## config.mk

```make
export PLATFORM = sky130hd
export DESIGN_NAME = trunc_f2i
export DESIGN_NICKNAME = d
export VERILOG_FILES = /design/src/rtl/trunc_f2i.sv
export SDC_FILE = /design/constraint.sdc
export NUM_CORES = 1
export LEC_CHECK = 0
export BUFFER_PORTS_ARGS = -buffer_cell sky130_fd_sc_hd__buf_2
export CAP_MARGIN = 20
export CORE_ASPECT_RATIO = 0.7
export CORE_MARGIN = 2
export CORE_UTILIZATION = 50
export DETAILED_ROUTE_END_ITERATION = 8
export PLACE_DENSITY = 0.78
export SLEW_MARGIN = 15
export SYNTH_ARGS = -nofsm -noshare
export SYNTH_HDL_FRONTEND = slang
export SYNTH_SLANG_ARGS = --single-unit
export TNS_END_PERCENT = 20
```

## constraint.sdc

```tcl
create_clock -name clk -period 11.31 [get_ports clk]
set_input_delay 2.262 -clock clk [delete_from_list [all_inputs] [get_ports clk]]
set_output_delay 2.262 -clock clk [all_outputs]
set_load 0.03 [all_outputs]
```

## src/rtl/trunc_f2i.sv

```systemverilog
module trunc_f2i #(
  parameter int EXP_W = 12,
  parameter int SIG_W = 64,
  parameter int INT_W = 32
) (
  input  logic             clk,
  input  logic             rst_n,
  input  logic             in_valid,
  input  logic [1:0]       in_cls,
  input  logic             in_sign,
  input  logic [EXP_W-1:0] in_exp,
  input  logic [SIG_W-1:0] in_sig,
  output logic             out_valid,
  output logic [INT_W-1:0] result,
  output logic             loss,
  output logic             invalid
);
  localparam int SH_W = $clog2(SIG_W);
  localparam logic signed [EXP_W-1:0] EXP_LIM = EXP_W'(INT_W);
  localparam logic [INT_W:0] HALF = (INT_W+1)'(1) << (INT_W-1);
  localparam logic [INT_W-1:0] MAXPOS = {1'b0, {(INT_W-1){1'b1}}};
  localparam logic [1:0] CLS_ZERO = 2'b00;
  localparam logic [1:0] CLS_NUM  = 2'b01;

  logic             exp_neg, exp_big;
  logic [SH_W-1:0]  sh;
  logic [INT_W-1:0] mag, sat;
  logic             dropped, mag_ovf, bad;
  logic [INT_W-1:0] nxt_res;
  logic             nxt_loss;

  assign exp_neg = in_exp[EXP_W-1];
  assign exp_big = $signed(in_exp) >= EXP_LIM;
  assign sh      = SH_W'(SIG_W-1) - in_exp[SH_W-1:0];
  assign mag     = exp_neg ? '0 : INT_W'(in_sig >> sh);
  assign dropped = exp_neg ? |in_sig : |(in_sig & ~({SIG_W{1'b1}} << sh));
  assign mag_ovf = {1'b0, mag} >= HALF + (INT_W+1)'(in_sign);
  assign sat     = MAXPOS + INT_W'(in_sign);

  always_comb begin
    bad      = 1'b0;
    nxt_res  = '0;
    nxt_loss = 1'b0;
    if (in_cls == CLS_NUM) begin
      if (exp_big || mag_ovf) bad = 1'b1;
      else begin
        nxt_res  = in_sign ? (~mag + 1'b1) : mag;
        nxt_loss = dropped;
      end
    end else if (in_cls != CLS_ZERO) begin
      bad = 1'b1;
    end
    if (bad) nxt_res = sat;
  end

  always_ff @(posedge clk) begin
    if (!rst_n) begin
      out_valid <= 1'b0;
      result    <= '0;
      loss      <= 1'b0;
      invalid   <= 1'b0;
    end else begin
      out_valid <= in_valid;
      loss      <= in_valid & nxt_loss;
      invalid   <= in_valid & bad;
      if (in_valid) result <= nxt_res;
    end
  end
endmodule

```

---- Yosys cells after proc, flatten, opt, wreduce, memory -nomap -nowiden ----
Cells that the tools add are included.
word-level totals
  output and inout port bits .............. 35
  flip-flop bits (word level) ............. 35
cells by class
  eq/ne operators ......................... 1
  shift-type cells ........................ 2
  reduce and logical (&&, ||, !) cells .... 4
  bitwise gates (word level) .............. 5
  $add $sub $neg .......................... 4
  $lt $le $gt $ge ......................... 2
  mux-type cells .......................... 11
operators with widths
  kind                                                                 number
  2-to-1 mux 32 bit                                                    5
  OR reduction 64 bit                                                  2
  AND 64 bit                                                           1
  inverter 64 bit                                                      1
  left shift 64 x 6 -> 64 bit (first input constant)                   1
  right shift 64 x 6 -> 32 bit                                         1
  adder 32 x 1 -> 33 bit (first input constant)                        1
  greater-or-equal comparator 32 x 33 -> 1 bit                         1
  adder 31 x 1 -> 32 bit (first input constant)                        1
  adder 32 x 1 -> 32 bit (second input constant)                       1
  inverter 32 bit                                                      1
  greater-or-equal comparator 12 x 7 -> 1 bit (second input constant)  1
  2-to-1 mux 1 bit                                                     6
  subtractor 6 bit (first input constant)                              1
  AND 1 bit                                                            2
  equality test 2 x 1 -> 1 bit (second input constant)                 1
  nonzero test 2 bit                                                   1
  logical OR 1 bit                                                     1

---- Logic depth before layout (Yosys ltp) ----
Gate-level depths: netlist of the first run.
  depth after elaboration ................. 9
  mapped depth ............................ 20
  gate-level depth less buffers ........... 14

---- Worst setup path before layout of the first run ----
Ideal clock, no wire load.
  kind .................................... input -> register
  from .................................... in in_exp[0]
  to ...................................... reg result[21]
  slack ................................... 5.263 ns
  stages .................................. 19
  setup time .............................. 0.123 ns
  data arrival time ....................... 5.924 ns
  cells stage by stage .................... buf_6 -> buf_6 -> buf_6 -> buf_2 -> mux2_2 -> mux4_2 -> mux4_2 -> mux2i_1 -> or2_2 -> ha_1 -> nand2_1 -> or4_1 -> nor3_1 -> a211oi_2 -> and3_1 -> buf_4 -> buf_2 -> o211ai_1 -> o22ai_1
between the ends
  cells in the longest elaborated chain, start to end .. 9
ends and longest elaborated chain
  item                          line  text
  start, declared               11    input logic [EXP_W-1:0] in_exp,
  subtractor 6 bit              34    assign sh = SH_W'(SIG_W-1) - in_exp[SH_W-1:0];
  right shift 64 x 6 -> 32 bit  35    assign mag = exp_neg ? '0 : INT_W'(in_sig >> sh);
  2-to-1 mux 32 bit             35
  inverter 32 bit               47    nxt_res = in_sign ? (~mag + 1'b1) : mag;
  adder 32 x 1 -> 32 bit        47
  2-to-1 mux 32 bit             47
  2-to-1 mux 32 bit             45    if (exp_big || mag_ovf) bad = 1'b1;
  2-to-1 mux 32 bit             44    if (in_cls == CLS_NUM) begin
  2-to-1 mux 32 bit *           53    if (bad) nxt_res = sat;
  end signal, assigned          66    if (in_valid) result <= nxt_res;
  end, declared                 14    output logic [INT_W-1:0] result,
Every way passes the cells marked *; elsewhere a longest branch is shown, timed or not.
A chain may end at the register's enable or synchronous reset.

---- Final worst setup path of the first run ----
  from .................................... in in_exp[0]
  to ...................................... reg result[0]
The elaborated chain is that of the path after synthesis.

==> results of run 1 <==
-- kinds of logic (layout without fill, tap and decap cells) --
kind of cell,Yosys count,count (layout),synth area share (%)
DFF,35,35,9.52
xor gates and xnor gates,22,22,2.62
and+or+nand+nor,310,310,20.0
muxes,150,150,30.2
AOI/OAI and AO/OA,342,342,30.6
other,0,1,0
adders and majority gates,4,4,0.612
buffers and inverters,98,150,6.44
-- routing by layer --
metal | share of wire, % | wire length [um] | up-vias | track usage, %
met4 | 2.4 | 766 | 4 | 6.19
met3 | 18 | 5740 | 101 | 20.4
met1 | 41 | 13200 | 4204 | 58.9
met2 | 38 | 12100 | 796 | 51.3
met5 | 0.27 | 87 | - | 2.33
li1 | - | - | 3874 | -
-- metrics by stage --
| step | instance area, um2 | std cells | setup slack [ns] | power (W) |
|---|---|---|---|---|
| 2_1_floorplan | 7360 | 961 | 5.26 | 0.000416 |
| 3_3_place_gp | 7860 | 1200 | 3.36 | 0.000539 |
| 3_5_place_dp | 7860 | 1200 | 3.16 | 0.000538 |
| 4_1_cts | 8020 | 1207 | 3.45 | 0.000691 |
| 5_1_grt | 8020 | 1208 | 2.90 | 0.000741 |
| 6_report | 8020 | 1209 | 3.38 | 0.000713 |
-- cell usage after synthesis (7+ instances only) --
| cell | n |
|---|---|
| buf_1 | 13 |
| or2_2 | 11 |
| clkbuf_1 | 43 |
| nand3_1 | 24 |
| a31oi_1 | 11 |
| a211oi_1 | 18 |
| o211ai_1 | 11 |
| xnor2_1 | 17 |
| dfxtp_1 | 35 |
| nor2b_1 | 7 |
| nor2_1 | 68 |
| a22oi_1 | 10 |
| inv_1 | 11 |
| buf_6 | 9 |
| nand2b_1 | 12 |
| mux2i_1 | 57 |
| mux2_2 | 38 |
| mux4_2 | 53 |
| a22o_1 | 8 |
| buf_2 | 13 |
| o22ai_1 | 34 |
| o31ai_1 | 14 |
| a21oi_1 | 84 |
| nor3_1 | 33 |
| o21ai_0 | 77 |
| nor4_1 | 13 |
| nand2_1 | 103 |
| nand4_1 | 7 |
-- state kept, by name, summed over array words and instances (netlist names) --
register   count
loss           1
invalid        1
result        32
out_valid      1
-- final cells by class --
class,instances,area share (%)
Multi-Input combinational cell,828,77.1
Sequential cell,35,8.73
Timing Repair Buffer,129,8.45
Tap cell,195,3.04
Clock buffer,6,1.61
Inverter,14,0.655
Clock inverter,1,0.374
Antenna cell,1,0.0312
-- power by group --
part	total (W)	switching [W]	internal, W
Clock	0.000152	0.0000496	0.000103
Combinational	0.000424	0.000273	0.000151
Sequential	0.000136	0.00000392	0.000132
-- worst reg2reg max path: cells and delay by family, from the launching register on --
| kind | cells | cell delay [ns] |
|---|---|---|
| DFF | 1 | 0.30 |
| AOI/OAI and AO/OA | 2 | 0.24 |
| and+or+nand+nor | 1 | 0.12 |
-- worst max path at each step --
stage / to / start / cells past startpoint
finish: result[0] / in_exp[0] / 14
global route: result[0] / in_exp[0] / 14
CTS: result[0] / in_exp[0] / 14
floorplan: result[21] / in_exp[0] / 19
detailed placement: result[0] / in_exp[0] / 14
global placement: result[0] / in_exp[0] / 14
==> impl_metrics.tcl, run 1 <==
set metrics [dict create \
    antenna_left 0 \
    portBuffers 116 \
    dieArea_um2 15700 \
    max_stage_delay_ns 0.88 \
    overflow 0 \
    drc 0 \
    cp_slowest_cell "and3_1" \
    skew_ns 0 \
    synth_edf_count 0 \
    ff2ff_setup_slack_ns 10.54 \
    nFillCells 1444 \
    seq_area_frac_synth_pct 9.52 \
    pin_count 117 \
    die_w_um 149 \
    p_per_area_nw_per_um2 88.8 \
    ctsResizeCount 0 \
    rsz0062_at_grt "no" \
    r2r_start "result[11]" \
    hp-start "result[23]" \
    cts_tree "done" \
    crit_path_start_kind "input pin" \
    drtIter0Drc 1662 \
    reg2reg_depth 3 \
    min_to "result[23]" \
    ys.flop_type "dfxtp_1" \
    path_delay_family "simple AND/OR/NAND/NOR gates" \
    ctsHoldBuffers 0 \
    cts_setup_buffers 0 \
    crit_chain "buf_4 -> buf_4 -> mux4_2 -> mux2i_1 -> o22ai_1 -> or3_1 -> a211oi_1 -> nand4bb_1 -> o41ai_2 -> a31oi_1 -> a211oi_2 -> and3_1 -> or3b_1 -> a21oi_1" \
    insertion_delay_ns 0.28 \
    drv_cap 0 \
    register_area_um2 701 \
    status "finished clean" \
    drv_slew 0 \
    hold_depth 2 \
    netlist.area_leader.share_pct 16.2 \
    cts.sinks 35 \
    grt_use_total_pct 39.8 \
    async_reset_ff_share_pct 0 \
    grt_pass1_vias 7948 \
    crit_top_cell "buf_4" \
    routed_wl_um 31900 \
    area_growth_pct 9.05 \
    maxSlewHeadroom_pct 32.2 \
    synthDistinctLibCells 84 \
    hp-class "reg -> reg" \
    r2r_end "result[11]" \
    fmax_mhz 126 \
    dpl.hpwl_um 24000 \
    cts-root-buf "clkbuf_16" \
    final_common_cell "buf_2" \
    finalHoldViolCount 0 \
    syn_area_um2 7360 \
    clockBufferDepth 2 \
    path_clk_slew_ns 0.05 \
    ir_drop_mv 0.0756 \
    hold_slack_ns 0.520 \
    post-route-min-period_ns 7.93 \
    fin_setup_tns_ns 0 \
    fin_crit_sh_pct 70.1 \
    grt_max_degree 71 \
    multi_input_area_um2 6190 \
    cts_buffers 5 \
    yosys_warnings 0 \
    cp_data_arrival_time_ns 8.14 \
    gp_congestion 1.09 \
    yosys-top-cells-area "mux4_2 16%, dfxtp_1 9.5%, mux2i_1 7.8%, mux2_2 5.8%, a21oi_1 5.7%" \
    htree_num_levels 2 \
    start_util_pct 50.6 \
    syn_area_per_cell_um2 7.66 \
    core-area_um2 14500 \
    vias_per_cell 7.43 \
    num_vias 8979 \
    die_h_um 105 \
    antenna_found_initial 0 \
    postSynthCellCount 961 \
    grt_pass1_wl_um 48100 \
    required_ns 11.52 \
    synth_fp_nets 1045 \
    utilization_pct 55.2 \
    setup_viol 0 \
    drive_gt1_share_pct 25.1 \
    crit_buf_inv 2 \
    crit_type "in -> reg" \
    p_leak_nw 3.04 \
    post-synth-top-area-cell "mux4_2" \
    final_cell_mix "116 x buf_2, 103 x nand2_1, 84 x a21oi_1" \
    fin_nets 1097 \
    worstPathMaxFanout 70 \
    worst_setup_path_end_kind "flip-flop" \
    rows 37 \
    first_pass_iters 7 \
    wire_per_inst_um 26.4 \
    ys_seq_elements 35 \
    worstMarginPinSlew_ns 1.02 \
]
No activity file was read; power rests on OpenSTA's default activity.
==> run 2: changes to the inputs <==
--- a/config.mk
+++ b/config.mk
@@ -11,7 +11,7 @@
 export CORE_MARGIN = 2
 export CORE_UTILIZATION = 50
 export DETAILED_ROUTE_END_ITERATION = 8
-export PLACE_DENSITY = 0.78
+export PLACE_DENSITY = 0.81
 export SLEW_MARGIN = 15
 export SYNTH_ARGS = -nofsm -noshare
 export SYNTH_HDL_FRONTEND = slang
==> constraint.sdc (replaced) <==
create_clock -name clk -period 6.6 [get_ports clk]
set_input_delay 1.32 -clock clk [delete_from_list [all_inputs] [get_ports clk]]
set_output_delay 1.32 -clock clk [all_outputs]
set_load 0.03 [all_outputs]
==> run 2 against run 1 <==
The run now ends with design-rule violations left. Clock skew unchanged. Wire length down 1.6%. Clock power up 52%. Sequential cell count unchanged. Clock-buffer cell count down 1. Non-clock buffer count up 21. Sequential power up 71%. Final area up 1.9%. Setup slack worse by 2.6 ns. Hold slack worse by 0.026 ns. Critical path type unchanged. Largest cell class unchanged. Highest routed layer unchanged.
==> impl_metrics.tcl, run 2 (synthesis results as in run 1) <==
set metrics [dict create \
    status "complete, but fails checks" \
    violations "design-rule violations" \
    final_cells 1230 \
    ir_drop_mv 0.113 \
    crit_top_cell "buf_4" \
    fin_crit_sh_pct 88.1 \
    cts_setup_buffers 0 \
    cts.sinks 35 \
    drv_slew 0 \
    wire_per_inst_um 25.5 \
    hp-start "result[31]" \
    required_ns 6.81 \
    insertion_delay_ns 0.28 \
    regMostFlops "result" \
    portBuffers 116 \
    crit_chain "buf_4 -> buf_4 -> mux2i_1 -> a22oi_1 -> and3_1 -> or3_1 -> a211oi_1 -> buf_4 -> nand4bb_1 -> nor3_1 -> a21oi_1 -> o41ai_1 -> xnor2_1 -> nand2_1 -> a21oi_1" \
    drc 9 \
    dieArea_um2 15700 \
    cts-root-buf "clkbuf_16" \
    num_vias 9211 \
    path_clk_slew_ns 0.06 \
    r2r_start "result[11]" \
    fin_nets 1118 \
    worstMarginPinSlew_ns 0.964 \
    cp_slowest_cell "o41ai_1" \
    core-area_um2 14500 \
    antennaDiodeCount 0 \
    maxSlewHeadroom_pct 35.6 \
    gp_congestion 1.11 \
    skew_ns 0 \
    rsz0062_at_grt "no" \
    dpl.hpwl_um 24100 \
    start_util_pct 50.6 \
    drtIter0Drc 1782 \
    rows 37 \
    largest_register_ffs 32 \
    max_stage_delay_ns 0.59 \
    p_per_area_nw_per_um2 146 \
    utilization_pct 56.3 \
    cts_buffers 5 \
    drive_gt1_share_pct 26.8 \
    overflow 0 \
    final_common_cell "buf_2" \
    crit_start "in_exp[0]" \
    final_cell_mix "115 x buf_2, 103 x nand2_1, 84 x a21oi_1" \
    die_w_um 149 \
    post-route-min-period_ns 5.81 \
    setup_viol 0 \
    worstPathMaxFanout 47 \
    cp_data_arrival_time_ns 6.03 \
    fin_setup_tns_ns 0 \
    crit_buf_inv 3 \
    nFillCells 1402 \
    grt_max_degree 48 \
    grt_pass1_wl_um 48100 \
    dp.cells 1222 \
    fmax_mhz 172 \
    antenna_left 0 \
    finalHoldViolCount 0 \
    worst_setup_path_end_kind "flip-flop" \
    path_delay_family "compound AO/OA/AOI/OAI gates" \
    crit_path_start_kind "input pin" \
    clockBufferDepth 2 \
    vias_per_cell 7.49 \
    ctsResizeCount 0 \
    pin_count 117 \
    ctsHoldBuffers 0 \
    crit_type "in -> reg" \
    cts_tree "done" \
    htree_num_levels 2 \
    routed_wl_um 31400 \
    grt_use_total_pct 39.1 \
    antenna_found_initial 1 \
    grt_pass1_vias 8325 \
    first_pass_iters 9 \
    area_growth_pct 11.2 \
    drv_cap 0 \
    die_h_um 105 \
    p_leak_nw 3.14 \
    hp-class "reg -> reg" \
]
run 2: per-layer routing:
| layer | vias up | part of all wire, % | GRT usage [%] |
|---|---|---|---|
| li1 | 3906 | - | - |
| met4 | 2 | 3.9 | 10.3 |
| met1 | 4291 | 39 | 56.2 |
| met2 | 869 | 38 | 52.5 |
| met5 | - | 0.038 | 0 |
| met3 | 143 | 19 | 17.4 |
run 2: cell type report:
type / instances / area (um2) / area share [%]
Timing Repair Buffer: 150 / 851 / 10.4
Multi-Input combinational cell: 828 / 6190 / 75.6
Clock inverter: 3 / 20.0 / 0.245
Inverter: 14 / 52.6 / 0.642
Sequential cell: 35 / 701 / 8.57
Clock buffer: 5 / 125 / 1.53
Tap cell: 195 / 244 / 2.98
run 2: power by group:
| part | switching [W] | internal [W] |
|---|---|---|
| clock network | 0.0000921 | 0.000139 |
| registers | 0.00000689 | 0.000226 |
| logic | 0.000464 | 0.000268 |
run 2: stage by stage:
step                hold WS, ns  power (W)  area (um2)  worst slack [ns]
finish                    0.494    0.00120        8180             0.787
global route              0.550    0.00124        8180             0.484
CTS                       0.505    0.00116        8180             0.959
detailed placement        0.496   0.000929        8040             0.693
global placement          0.489   0.000927        8040             0.788
floorplan                 0.609   0.000713        7360              1.49
run 2: final timing paths:
| check | endpoint | slack (ns) | cells after the start |
|---|---|---|---|
| min | result[31] | 0.49 | 2 |
| min reg2reg | result[31] | 0.49 | 2 |
| max reg2reg | result[11] | 5.82 | 3 |
| max | result[27] | 0.79 | 15 |
run 2: worst register-to-register path, stage by stage, from the launching register on:
cell	delay, ns
dfxtp_1	0.31
nor2b_1	0.13
a31oi_1	0.16
a21oi_1	0.08
